$ cat src/rtl/ipk_pkg.sv
package ipk_pkg;
    parameter int unsigned INSTR_W = 24;
    parameter int unsigned XFER_W  = 16;
    localparam int unsigned HI_W   = INSTR_W - XFER_W;

    typedef enum logic [2:0] {
        PK_EMPTY  = 3'd0,
        PK_HALF   = 3'd1,
        PK_LOW_A  = 3'd2,
        PK_UPPERS = 3'd3,
        PK_LOW_B  = 3'd4
    } pk_state_e;

    typedef struct packed {
        logic [INSTR_W-1:0] a;
        logic [INSTR_W-1:0] b;
        logic               odd;
        logic               fin;
    } pk_hold_t;

    function automatic logic [XFER_W-1:0] pack_uppers(
        input logic [INSTR_W-1:0] a,
        input logic [INSTR_W-1:0] b,
        input logic               odd
    );
        logic [HI_W-1:0] hi_b;
        hi_b = odd ? '0 : b[INSTR_W-1:XFER_W];
        return {hi_b, a[INSTR_W-1:XFER_W]};
    endfunction
endpackage

$ cat src/rtl/pk_ctrl.sv
module pk_ctrl
    import ipk_pkg::*;
(
    input  logic      clk,
    input  logic      rst,
    input  logic      in_valid,
    input  logic      in_last,
    input  logic      out_ready,
    input  logic      hold_odd,
    output pk_state_e state,
    output logic      in_ready,
    output logic      out_valid,
    output logic      cap_a,
    output logic      cap_b
);
    pk_state_e nxt;

    assign in_ready  = (state == PK_EMPTY) || (state == PK_HALF);
    assign out_valid = (state == PK_LOW_A) || (state == PK_UPPERS) || (state == PK_LOW_B);
    assign cap_a     = (state == PK_EMPTY) && in_valid;
    assign cap_b     = (state == PK_HALF) && in_valid;

    always_comb begin
        nxt = state;
        unique case (state)
            PK_EMPTY:  if (in_valid) nxt = in_last ? PK_LOW_A : PK_HALF;
            PK_HALF:   if (in_valid) nxt = PK_LOW_A;
            PK_LOW_A:  if (out_ready) nxt = PK_UPPERS;
            PK_UPPERS: if (out_ready) nxt = hold_odd ? PK_EMPTY : PK_LOW_B;
            PK_LOW_B:  if (out_ready) nxt = PK_EMPTY;
            default:   nxt = PK_EMPTY;
        endcase
    end

    always_ff @(posedge clk) begin
        if (rst) state <= PK_EMPTY;
        else     state <= nxt;
    end
endmodule

$ cat src/rtl/pk_hold.sv
module pk_hold
    import ipk_pkg::*;
(
    input  logic               clk,
    input  logic               rst,
    input  logic               cap_a,
    input  logic               cap_b,
    input  logic [INSTR_W-1:0] in_data,
    input  logic               in_last,
    output pk_hold_t           hold
);
    always_ff @(posedge clk) begin
        if (rst) begin
            hold <= '0;
        end else if (cap_a) begin
            hold.a   <= in_data;
            hold.b   <= '0;
            hold.odd <= in_last;
            hold.fin <= in_last;
        end else if (cap_b) begin
            hold.b   <= in_data;
            hold.odd <= 1'b0;
            hold.fin <= in_last;
        end
    end
endmodule

$ cat src/rtl/pk_select.sv
module pk_select
    import ipk_pkg::*;
(
    input  pk_state_e          state,
    input  pk_hold_t           hold,
    output logic [XFER_W-1:0]  out_data,
    output logic               out_last
);
    always_comb begin
        out_data = '0;
        out_last = 1'b0;
        case (state)
            PK_LOW_A: begin
                out_data = hold.a[XFER_W-1:0];
            end
            PK_UPPERS: begin
                out_data = pack_uppers(hold.a, hold.b, hold.odd);
                out_last = hold.odd;
            end
            PK_LOW_B: begin
                out_data = hold.b[XFER_W-1:0];
                out_last = hold.fin;
            end
            default: ;
        endcase
    end
endmodule

$ cat src/rtl/instr_packer.sv
module instr_packer
    import ipk_pkg::*;
(
    input  logic               clk,
    input  logic               rst,
    input  logic               in_valid,
    output logic               in_ready,
    input  logic [INSTR_W-1:0] in_data,
    input  logic               in_last,
    output logic               out_valid,
    input  logic               out_ready,
    output logic [XFER_W-1:0]  out_data,
    output logic               out_last
);
    pk_state_e state;
    pk_hold_t  hold;
    logic      cap_a;
    logic      cap_b;

    pk_ctrl u_ctrl (
        .clk(clk), .rst(rst), .in_valid(in_valid), .in_last(in_last),
        .out_ready(out_ready), .hold_odd(hold.odd), .state(state),
        .in_ready(in_ready), .out_valid(out_valid), .cap_a(cap_a), .cap_b(cap_b)
    );

    pk_hold u_hold (
        .clk(clk), .rst(rst), .cap_a(cap_a), .cap_b(cap_b),
        .in_data(in_data), .in_last(in_last), .hold(hold)
    );

    pk_select u_sel (
        .state(state), .hold(hold), .out_data(out_data), .out_last(out_last)
    );
endmodule

$ cat config.mk
export PLATFORM = sky130hd
export DESIGN_NAME = instr_packer
export DESIGN_NICKNAME = d
export VERILOG_FILES = /design/src/rtl/ipk_pkg.sv /design/src/rtl/pk_ctrl.sv /design/src/rtl/pk_hold.sv /design/src/rtl/pk_select.sv /design/src/rtl/instr_packer.sv
export SDC_FILE = /design/constraint.sdc
export NUM_CORES = 1
export LEC_CHECK = 0
export BUFFER_PORTS_ARGS = -buffer_cell sky130_fd_sc_hd__buf_2
export CAP_MARGIN = 20
export CORE_ASPECT_RATIO = 0.9
export CORE_MARGIN = 3
export CORE_UTILIZATION = 54
export DETAILED_ROUTE_END_ITERATION = 10
export PLACE_DENSITY = 0.79
export REMOVE_ABC_BUFFERS = 1
export SLEW_MARGIN = 20
export SYNTH_ARGS = -nofsm -noshare
export SYNTH_HDL_FRONTEND = slang
export SYNTH_SLANG_ARGS = --single-unit
$ cat constraint.sdc
create_clock -name clk -period 1.5 [get_ports clk]
set_input_delay 0.075 -clock clk [delete_from_list [all_inputs] [get_ports clk]]
set_output_delay 0.075 -clock clk [all_outputs]
set_load 0.03 [all_outputs]
==> impl_metrics.env <==
export IMPL_fin_crit_sh_pct=110
export IMPL_synth_area_mux_share_pct=4.31
export IMPL_synth_seq_area_share_pct=45.1
export IMPL_via_count=2399
export IMPL_drv_cap=0
export IMPL_arrival_ns=1.57
export IMPL_cts_buffers=5
export IMPL_stdcell_count=417
export IMPL_place_congestion=0.791
export IMPL_io_pins=48
export IMPL_synth_compound_area_share_pct=16.9
export IMPL_syn_area_sq_um=2350
export IMPL_worstPathCellList="nor4bb_4 -> buf_6 -> nand2_2 -> nand2_2 -> buf_6"
export IMPL_synth_edff_count=0
export IMPL_drtAntennaViolNets=0
export IMPL_layout_drive_gt1_share_pct=34.7
export IMPL_powerDensity_nw_per_um2=992
export IMPL_p_leak_nw=1.31
export IMPL_final_core_util_pct=79.4
export IMPL_drtIter0Drc=191
export IMPL_cts_tree="built"
export IMPL_tightest_slew_ns=0.536
export IMPL_hold_violations=0
export IMPL_finClkSkew_ns=0.00434
export IMPL_max_stage_delay_ns=0.41
export IMPL_synthSimpleGateAreaFrac_pct=27.0
export IMPL_die_width_um=75.6
export IMPL_ys_warn_count=0
export IMPL_h_tree_depth=2
export IMPL_port_buffers=47
export IMPL_critPathCaptureType="output port"
export IMPL_antenna_found_initial=0
export IMPL_synthXorXnorAreaFrac_pct=0
export IMPL_finalPower_mw=3.25
export IMPL_async_flop_share_pct=0
export IMPL_dpl_cell_area_sq_um=2680
export IMPL_met2WireLength_mm=3.50
export IMPL_synth_top_area_share_pct=45.1
export IMPL_relSlewSlack_pct=64.3
export IMPL_synth_cell_types=27
export IMPL_worst_path_dominant_cell_family="simple AND/OR/NAND/NOR gates"
export IMPL_cp_startpoint="u_ctrl.state[0]"
export IMPL_root_buffer="clkbuf_8"
export IMPL_drc=0
export IMPL_place_ws_ns=-0.0883
export IMPL_fin_ws_ns=-0.145
export IMPL_rrSetupSlack_ns=-0.03
export IMPL_worstPathMaxFanout=7
export IMPL_core_rowCount=22
export IMPL_critPathBufInv=2
export IMPL_cts_sinks=53
export IMPL_synth_seq_cells=53
export IMPL_yosys_most_used_dff="dfxtp_1"
export IMPL_synth_top_family_by_area="simple AND/OR/NAND/NOR gates"
export IMPL_track_usage_pct=25.6
export IMPL_synthAdderAreaFrac_pct=0
export IMPL_die_h_um=68.6
export IMPL_grt_pass1_wl_mm=9.96
export IMPL_finalWirelength_mm=7.03
export IMPL_clkLatencyLatePin_ns=0.31
export IMPL_hpwlAfterDp_mm=3.91
export IMPL_wl_met3_um=591
export IMPL_grt_pass1_vias=2128
export IMPL_firstDrtPassIters=4
export IMPL_vias_per_cell=5.75
export IMPL_wirelength_met1_mm=2.83
export IMPL_clk_pin_slew_worst_paths_ns=0.09
export IMPL_path_class="reg -> out"
export IMPL_min_period_ns=1.64
export IMPL_slew_violations=0
export IMPL_final_area_sq_um=3280
export IMPL_reg2reg_depth=7
export IMPL_top_layer="met4"
export IMPL_initial_core_util_pct=57.0
export IMPL_cts_buffer_depth=2
export IMPL_num_fill_cells=281
export IMPL_reg2reg_from="u_ctrl.state[2]"
export IMPL_postSynthAreaPerCell_sq_um=7.81
export IMPL_required_ns=1.42
export IMPL_area_delta_synth_final_pct=39.4
export IMPL_endpoint="out_data[15]"
export IMPL_clock_fmax_mhz=608
export IMPL_outcome="complete, but fails checks"
export IMPL_ir_drop_v=0.000726
export IMPL_worstReg2RegEnd="u_hold.hold[29]"
export IMPL_grt_max_degree=27
export IMPL_setup_viol=28
export IMPL_path_depth=5
export IMPL_nets=397
export IMPL_wl_per_cell_um=16.9
export IMPL_seqCellArea_sq_um=1070
export IMPL_tns_ns=-1.34
export IMPL_netlist_top_cells_area="dfxtp_1 (45%), nand2_1 (16%), a21oi_1 (11%)"
export IMPL_crit_path_start_kind="flip-flop"
export IMPL_synth_top_area_cell="dfxtp_1"
export IMPL_core_sq_um=4130
export IMPL_num_antenna_cells=0
export IMPL_failed_checks="negative setup slack"
export IMPL_slowest_stage="dfxtp_4"
export IMPL_multi_input_area_sq_um=1270
export IMPL_hold_path_class="in -> reg"
export IMPL_netlist_instances=301
export IMPL_hold_ws_ns=0.00270
export IMPL_die_area_sq_um=5190
export IMPL_rsz0062_at_grt="true"
export IMPL_dp_cells=391
export IMPL_overflow=0
==> kinds of logic after synthesis <==
| group | Yosys count |
|---|---|
| DFF | 53 |
| AOI/OAI and AO/OA | 72 |
| muxes | 10 |
| buffers and inverters | 27 |
| and+or+nand+nor | 139 |
==> layout make-up <==
cell class | count | share of cell area (%)
Multi-Input combinational cell | 221 | 38.7
Sequential cell | 53 | 32.7
Timing Repair Buffer | 86 | 23.1
Inverter | 1 | 0.114
Tap cell | 48 | 1.83
Clock inverter | 1 | 0.916
Clock buffer | 7 | 2.63
==> synth_stat cells, types with 2 or more instances <==
cell,number
a21oi_1,51
a22oi_1,8
buf_2,11
buf_6,5
clkbuf_1,8
dfxtp_1,53
mux2i_1,9
nand2_1,100
nand2b_1,2
nand3_1,25
nor2_1,3
nor3b_2,2
o21ai_0,10
==> layer usage <==
metal  up-vias  track usage [%]
met5         -                0
met1      1131             33.1
li1       1153                -
met3        10             5.65
met2       105             43.1
met4         0             6.77
==> flip-flops by register name, indices dropped and copies added (netlist names) <==
name,flops
u_hold.hold,50
u_ctrl.state,3
==> power breakdown <==
group	internal, mW	switching (mW)	total (mW)	leakage, nW
clock	0.545	0.469	1.01	0.0585
sequential	1.48	0.0540	1.53	0.434
combinational	0.317	0.389	0.706	0.817
total	2.34	0.912	3.25	1.31
==> cell usage in the layout (no fill, tap or decap), types with 2 or more instances in the layout <==
cell	count
mux2i_1	9
a22oi_1	5
nand2_1	83
dfxtp_1	50
clkbuf_8	6
dfxtp_4	3
nor2_1	3
buf_4	24
nand2_4	4
dlygate4sd3_1	4
a22oi_2	3
buf_2	30
nand2_2	13
nand3_1	25
a21oi_2	4
buf_12	3
clkbuf_16	3
nor3b_4	2
o21ai_2	3
a21oi_1	47
buf_6	21
o21ai_1	6
==> worst min-delay path, cell delays in order <==
cell	delay (ns)
buf_2	0.11
nand2_2	0.05
a21oi_2	0.04
==> worst min-delay path by stage <==
stage,startpoint,cells past startpoint,end
after global routing,in_data[17],3,u_hold.hold[43]
after global placement,in_data[13],3,u_hold.hold[39]
after floorplan,rst,1,u_hold.hold[0]
after CTS,in_data[22],3,u_hold.hold[48]
after detailed placement,in_data[8],3,u_hold.hold[34]
final,in_data[17],3,u_hold.hold[43]
==> what timing repair did <==
item	in CTS	in global routing
cloned	0	5
hold endpoints to repair	4	0
pin swaps	5	8
hold buffers	4	0
buffers inserted	1	8
resized for setup	60	32
endpoints found under the setup margin	19	46
No activity file was read; power rests on OpenSTA's default activity.
